### src/rtl/nor2_eval_pkg.sv
package nor2_eval_pkg;

  typedef enum logic {
    ISSUE_ONE = 1'b0,
    ISSUE_TWO = 1'b1
  } issue_e;

  function automatic logic nor2(input logic a, input logic b);
    return ~(a | b);
  endfunction

endpackage

### src/rtl/nor2_gate_table.sv
module nor2_gate_table #(
  parameter int DEPTH = 32,
  parameter int GW    = 5,
  parameter int RW    = 6
) (
  input  logic          clk,
  input  logic          we,
  input  logic [GW-1:0] waddr,
  input  logic [RW-1:0] wref_a,
  input  logic [RW-1:0] wref_b,
  input  logic [GW-1:0] raddr0,
  input  logic [GW-1:0] raddr1,
  output logic [RW-1:0] rd0_a,
  output logic [RW-1:0] rd0_b,
  output logic [RW-1:0] rd1_a,
  output logic [RW-1:0] rd1_b
);

  logic [RW-1:0] ref_a_mem [DEPTH];
  logic [RW-1:0] ref_b_mem [DEPTH];

  always_ff @(posedge clk) begin
    if (we) begin
      ref_a_mem[waddr] <= wref_a;
      ref_b_mem[waddr] <= wref_b;
    end
  end

  // Two combinational read ports serve the two issue lanes.
  assign rd0_a = ref_a_mem[raddr0];
  assign rd0_b = ref_b_mem[raddr0];
  assign rd1_a = ref_a_mem[raddr1];
  assign rd1_b = ref_b_mem[raddr1];

endmodule

### src/rtl/nor2_slot_pick.sv
module nor2_slot_pick #(
  parameter int SLOTS = 40,
  parameter int RW    = 6
) (
  input  logic [SLOTS-1:0] vals,
  input  logic [RW-1:0]    sel,
  output logic             bit_o
);

  always_comb begin
    bit_o = 1'b0;
    if (int'(sel) < SLOTS) bit_o = vals[sel];
  end

endmodule

### src/rtl/nor2_issue_pair.sv
module nor2_issue_pair
  import nor2_eval_pkg::*;
#(
  parameter int SLOTS = 40,
  parameter int RW    = 6
) (
  input  logic [SLOTS-1:0] vals,
  input  logic [RW-1:0]    a0,
  input  logic [RW-1:0]    b0,
  input  logic [RW-1:0]    a1,
  input  logic [RW-1:0]    b1,
  input  logic [RW-1:0]    slot0,
  output logic             r0,
  output logic             r1
);

  logic va0, vb0, va1, vb1;
  logic in1a, in1b;

  nor2_slot_pick #(.SLOTS(SLOTS), .RW(RW)) u_pa0 (.vals(vals), .sel(a0), .bit_o(va0));
  nor2_slot_pick #(.SLOTS(SLOTS), .RW(RW)) u_pb0 (.vals(vals), .sel(b0), .bit_o(vb0));
  nor2_slot_pick #(.SLOTS(SLOTS), .RW(RW)) u_pa1 (.vals(vals), .sel(a1), .bit_o(va1));
  nor2_slot_pick #(.SLOTS(SLOTS), .RW(RW)) u_pb1 (.vals(vals), .sel(b1), .bit_o(vb1));

  assign r0 = nor2(va0, vb0);

  // Lane 1 reads lane 0's fresh result when it names lane 0's slot.
  assign in1a = (a1 == slot0) ? r0 : va1;
  assign in1b = (b1 == slot0) ? r0 : vb1;
  assign r1   = nor2(in1a, in1b);

endmodule

### src/rtl/nor2_netlist_eval.sv
module nor2_netlist_eval
  import nor2_eval_pkg::*;
#(
  parameter  int N_IN  = 8,
  parameter  int MAX_G = 32,
  parameter  int N_OUT = 4,
  localparam int SLOTS = N_IN + MAX_G,
  localparam int RW    = $clog2(SLOTS),
  localparam int GW    = (MAX_G > 1) ? $clog2(MAX_G) : 1,
  localparam int CW    = $clog2(MAX_G + 1),
  localparam int OSW   = (N_OUT > 1) ? $clog2(N_OUT) : 1
) (
  input  logic             clk,
  input  logic             rst_n,
  input  logic             tbl_we,
  input  logic [GW-1:0]    tbl_gate,
  input  logic [RW-1:0]    tbl_ref_a,
  input  logic [RW-1:0]    tbl_ref_b,
  input  logic             cnt_we,
  input  logic [CW-1:0]    cnt_val,
  input  logic             osel_we,
  input  logic [OSW-1:0]   osel_slot,
  input  logic [RW-1:0]    osel_ref,
  input  logic             dual_mode,
  input  logic             start,
  input  logic [N_IN-1:0]  in_vec,
  output logic             busy,
  output logic             done,
  output logic [N_OUT-1:0] out_vec
);

  logic [SLOTS-1:0] val_q, val_d;
  logic [CW-1:0]    pc_q, cnt_q;
  issue_e           mode_q;
  logic             busy_q, done_q;
  logic [RW-1:0]    osel_q [N_OUT];

  logic [GW-1:0]    ra0, ra1;
  logic [RW-1:0]    ta0, tb0, ta1, tb1;
  logic [RW-1:0]    slot0, slot1;
  logic             r0, r1;
  logic [CW:0]      pc_plus1, pc_next;
  logic             pair_ok, last_step;

  assign ra0   = pc_q[GW-1:0];
  assign ra1   = GW'(ra0 + 1'b1);
  assign slot0 = RW'(N_IN) + RW'(pc_q);
  assign slot1 = RW'(slot0 + 1'b1);

  nor2_gate_table #(.DEPTH(MAX_G), .GW(GW), .RW(RW)) u_table (
    .clk    (clk),
    .we     (tbl_we),
    .waddr  (tbl_gate),
    .wref_a (tbl_ref_a),
    .wref_b (tbl_ref_b),
    .raddr0 (ra0),
    .raddr1 (ra1),
    .rd0_a  (ta0),
    .rd0_b  (tb0),
    .rd1_a  (ta1),
    .rd1_b  (tb1)
  );

  nor2_issue_pair #(.SLOTS(SLOTS), .RW(RW)) u_pair (
    .vals  (val_q),
    .a0    (ta0),
    .b0    (tb0),
    .a1    (ta1),
    .b1    (tb1),
    .slot0 (slot0),
    .r0    (r0),
    .r1    (r1)
  );

  // Issue width for this step and the completion test.
  always_comb begin
    pc_plus1  = {1'b0, pc_q} + (CW+1)'(1);
    pair_ok   = (mode_q == ISSUE_TWO) && (pc_plus1 < {1'b0, cnt_q});
    pc_next   = pair_ok ? {1'b0, pc_q} + (CW+1)'(2) : pc_plus1;
    last_step = (pc_next >= {1'b0, cnt_q});
  end

  always_comb begin
    val_d        = val_q;
    val_d[slot0] = r0;
    if (pair_ok) val_d[slot1] = r1;
  end

  always_ff @(posedge clk) begin
    if (!rst_n) begin
      val_q  <= '0;
      pc_q   <= '0;
      cnt_q  <= '0;
      mode_q <= ISSUE_ONE;
      busy_q <= 1'b0;
      done_q <= 1'b0;
      for (int j = 0; j < N_OUT; j++) osel_q[j] <= '0;
    end else begin
      done_q <= 1'b0;
      if (cnt_we)  cnt_q <= cnt_val;
      if (osel_we) osel_q[osel_slot] <= osel_ref;
      if (busy_q) begin
        val_q <= val_d;
        pc_q  <= CW'(pc_next);
        if (last_step) begin
          busy_q <= 1'b0;
          done_q <= 1'b1;
        end
      end else if (start) begin
        val_q  <= {{MAX_G{1'b0}}, in_vec};
        pc_q   <= '0;
        mode_q <= dual_mode ? ISSUE_TWO : ISSUE_ONE;
        if (cnt_q == '0) done_q <= 1'b1;
        else             busy_q <= 1'b1;
      end
    end
  end

  for (genvar j = 0; j < N_OUT; j++) begin : g_out
    nor2_slot_pick #(.SLOTS(SLOTS), .RW(RW)) u_out (
      .vals  (val_q),
      .sel   (osel_q[j]),
      .bit_o (out_vec[j])
    );
  end

  assign busy = busy_q;
  assign done = done_q;

endmodule

### config.mk
export PLATFORM = sky130hd
export DESIGN_NAME = nor2_netlist_eval
export DESIGN_NICKNAME = d
export VERILOG_FILES = /design/src/rtl/nor2_eval_pkg.sv /design/src/rtl/nor2_gate_table.sv /design/src/rtl/nor2_slot_pick.sv /design/src/rtl/nor2_issue_pair.sv /design/src/rtl/nor2_netlist_eval.sv
export SDC_FILE = /design/constraint.sdc
export NUM_CORES = 1
export LEC_CHECK = 0
export BUFFER_PORTS_ARGS = -buffer_cell sky130_fd_sc_hd__buf_2
export CAP_MARGIN = 20
export CORE_AREA = 2 2 224 336
export CTS_CLUSTER_SIZE = 10
export DETAILED_ROUTE_END_ITERATION = 10
export DIE_AREA = 0 0 226 338
export PLACE_DENSITY = 0.55
export SKIP_CTS_REPAIR_TIMING = 1
export SYNTH_ARGS = -nofsm -noshare
export SYNTH_HDL_FRONTEND = slang
export SYNTH_SLANG_ARGS = --single-unit
### constraint.sdc
create_clock -name clk -period 5.2 [get_ports clk]
set_clock_uncertainty 0.15 [all_clocks]
set_input_delay 1.56 -clock clk [delete_from_list [all_inputs] [get_ports clk]]
set_output_delay 1.56 -clock clk [all_outputs]
set_load 0.005 [all_outputs]
==> impl_metrics.toml <==
[floorplan]
die_h_um = 338
io_pins = 52
initial_utilization_pct = 36.8
dieArea_um2 = 76400
core_um2 = 73400
die_w_um = 226
rows = 122

[place]
place_congestion = 0.915
place_ws_ns = 0.312
hpwl_mm = 68.9
numPortBuffers = 51

[route]
firstDrtPassIters = 8
wl_per_cell_um = 30.9
drt-vias-per-instance = 6.32
postRouteAntennaNets = 0
drtIter0Drc = 2247
drc = 0
routed_wl_mm = 99.8
vias = 20431

[global_routing]
grt_max_degree = 102
grt_pass1_vias = 20855
grt_usage_pct = 26.1
grt_first_pass_wirelength_mm = 144
grt_overflow_total = 0
antenna_found_initial = 3

[finish]
drive_above_1_share_pct = 23.6
final_core_util_pct = 41.6
final.fill_count = 6839
finalNetCount = 2277
area_delta_synth_final_pct = 13.2

[sta]
finalCritPeriodShare_pct = 96.5
finalSetupTns_ns = 0
finalCriticalPeriod_ns = 5.02
setup_ws_ns = 0.183
tightest_slew_ns = 1.11
max-slew-margin-rel_pct = 26.2
slew_viol_final = 0
rsz0062_at_grt = "no"
setup-violations-final = 0
fmax_mhz = 199
finalHoldViolations = 0

[hold_path]
hp-class = "register to register"

[pwr]
powerDensity_nw_per_um2 = 306
finalPower_uw = 9360
peakVddDrop_mv = 0.256
power_leakage_uw = 0.0100

[clocking]
clock_latency_ns = 0.64
htree_num_levels = 2
cts_made_buffers = 54
root_buffer = "clkbuf_16"
clkTransAtPathRegs_ns = 0.06
cts.sinks = 468
tritoncts = "yes"
cts_max_path_buffers = 3

[yosys]
synth_top_cell_by_area = "edfxtp_1"
yosys_register_bits = 468
yosys.cell_types.count = 86
syn-cell-area_um2 = 27000
netlist.area_leader.share_pct = 45.4
synth_most_common_cell = "edfxtp_1"
yosysWarnings = 0
synth_nets = 2208
synth_edf_count = 408
async_flop_share_pct = 0
ys.flop_type = "edfxtp_1"
postSynthCellCount = 2144
ys_seq_area_share_pct = 49.8
ys_top_cells_by_area = "edfxtp_1, mux4_2, mux2i_1, dfxtp_1, nand2_1"
synth_area_per_cell_um2 = 12.6
synthTopCellsByCount = "edfxtp_1, mux2i_1, nand2_1"

[setup_path]
worstPathMaxFanout = 17
max_stage_delay_ns = 0.85
crit_slowest_cell = "dfxtp_1"
critical_path_class = "register to register"
crit_path_cell_trace = "mux4_2 -> a22oi_1 -> nand4_4 -> mux2_2 -> o2111ai_1 -> o311ai_1 -> a211o_1 -> or4_4 -> buf_12 -> nor3_4 -> a222oi_1 -> a31oi_1"
cp-start-kind = "register"
cp_data_required_time_ns = 5.62
worstPathArrival_ns = 5.43
crit_path_end_kind = "register"

[run]
drv_cap = 0

[outcome]
status = "finished, final reports clean"
[flip-flops by register name, summed over array words and instances (netlist names), named ones only]
signal / count
u_table.ref_b_mem: 192
val_q: 40
pc_q: 6
u_table.ref_a_mem: 192
cnt_q: 6
done: 1
mode_q: 1
osel_q: 24
busy: 1
[layer usage]
| metal | GRT usage [%] | part of all wire (%) | wire, um | up-vias |
|---|---|---|---|---|
| met5 | 0 | 0.024 | 24 | - |
| met3 | 4.01 | 7.1 | 7040 | 325 |
| li1 | - | - | - | 8638 |
| met1 | 29.7 | 36 | 35800 | 10350 |
| met4 | 17.0 | 7.3 | 7240 | 4 |
| met2 | 45.4 | 50 | 49700 | 1114 |
[critical path: cells and delay by family, from the launching register on]
family / cells / cell delay [ns]
compound gates: 6 / 1.39
buf+inv: 1 / 0.18
flops: 1 / 0.85
mux: 2 / 1.01
simple gates: 3 / 1.33
[cell type report]
cell class | count | area (um^2) | share of cell area [%]
diodes | 1 | 2.50 | 0.00819
clock buffers | 74 | 1450 | 4.73
clock inverters | 7 | 116 | 0.381
inverters | 25 | 96.3 | 0.315
multi-input cells | 1454 | 12600 | 41.1
flip-flops and latches | 468 | 13500 | 44.1
well taps | 992 | 1240 | 4.06
repair buffers | 210 | 1630 | 5.33
[metrics by stage]
stage	instances	instance area [um^2]	hold WS (ns)
6_report	3231	30600	0.392
5_1_grt	3230	30600	0.434
3_5_place_dp	3148	29000	0.387
4_1_cts	3229	30500	0.398
2_1_floorplan	2144	27000	0.334
3_3_place_gp	3145	28900	0.376
[power breakdown]
| group | leakage [uW] | switching, uW | internal (uW) | total, uW |
|---|---|---|---|---|
| registers | 0.00418 | 120 | 4150 | 4270 |
| clock network | 0.000751 | 1530 | 1970 | 3510 |
| logic | 0.00508 | 923 | 662 | 1580 |
[final timing paths]
path	startpoint	to	slack (ns)	depth (start not counted)
max	register	val_q[37]	0.18	12
min	mode_q	mode_q	0.39	2
max reg2reg	register	val_q[37]	0.18	12
min reg2reg	mode_q	mode_q	0.39	2
[cells in the final DEF (no fill, tap or decap), types with 19 or more instances in the layout]
cell type,synthesis,layout
edfxtp_1,408,408
mux2i_1,183,183
nand2_1,178,178
mux4_2,166,166
buf_4,19,142
o21ai_0,95,95
nor2_1,98,85
a21oi_1,71,69
nand3_1,68,68
dfxtp_1,60,56
clkbuf_16,0,54
buf_2,71,51
a22oi_1,48,48
mux2_2,42,42
a31oi_1,37,37
nor2b_1,33,33
o22ai_1,28,28
and2_1,26,26
nor3_1,26,26
o221ai_1,24,24
and3_1,23,23
nand2b_1,21,21
inv_1,21,20
nor3b_1,19,19
[cell families after synthesis]
group           after synthesis  share of synthesized area, %
fa+ha+maj                    18                         0.834
xor+xnor                     28                         0.936
buf+inv                     222                          3.89
compound gates              466                          11.9
mux                         393                          22.5
simple gates                549                          10.2
flops                       468                          49.8
Note: power is estimated with default switching activity, not from simulation.
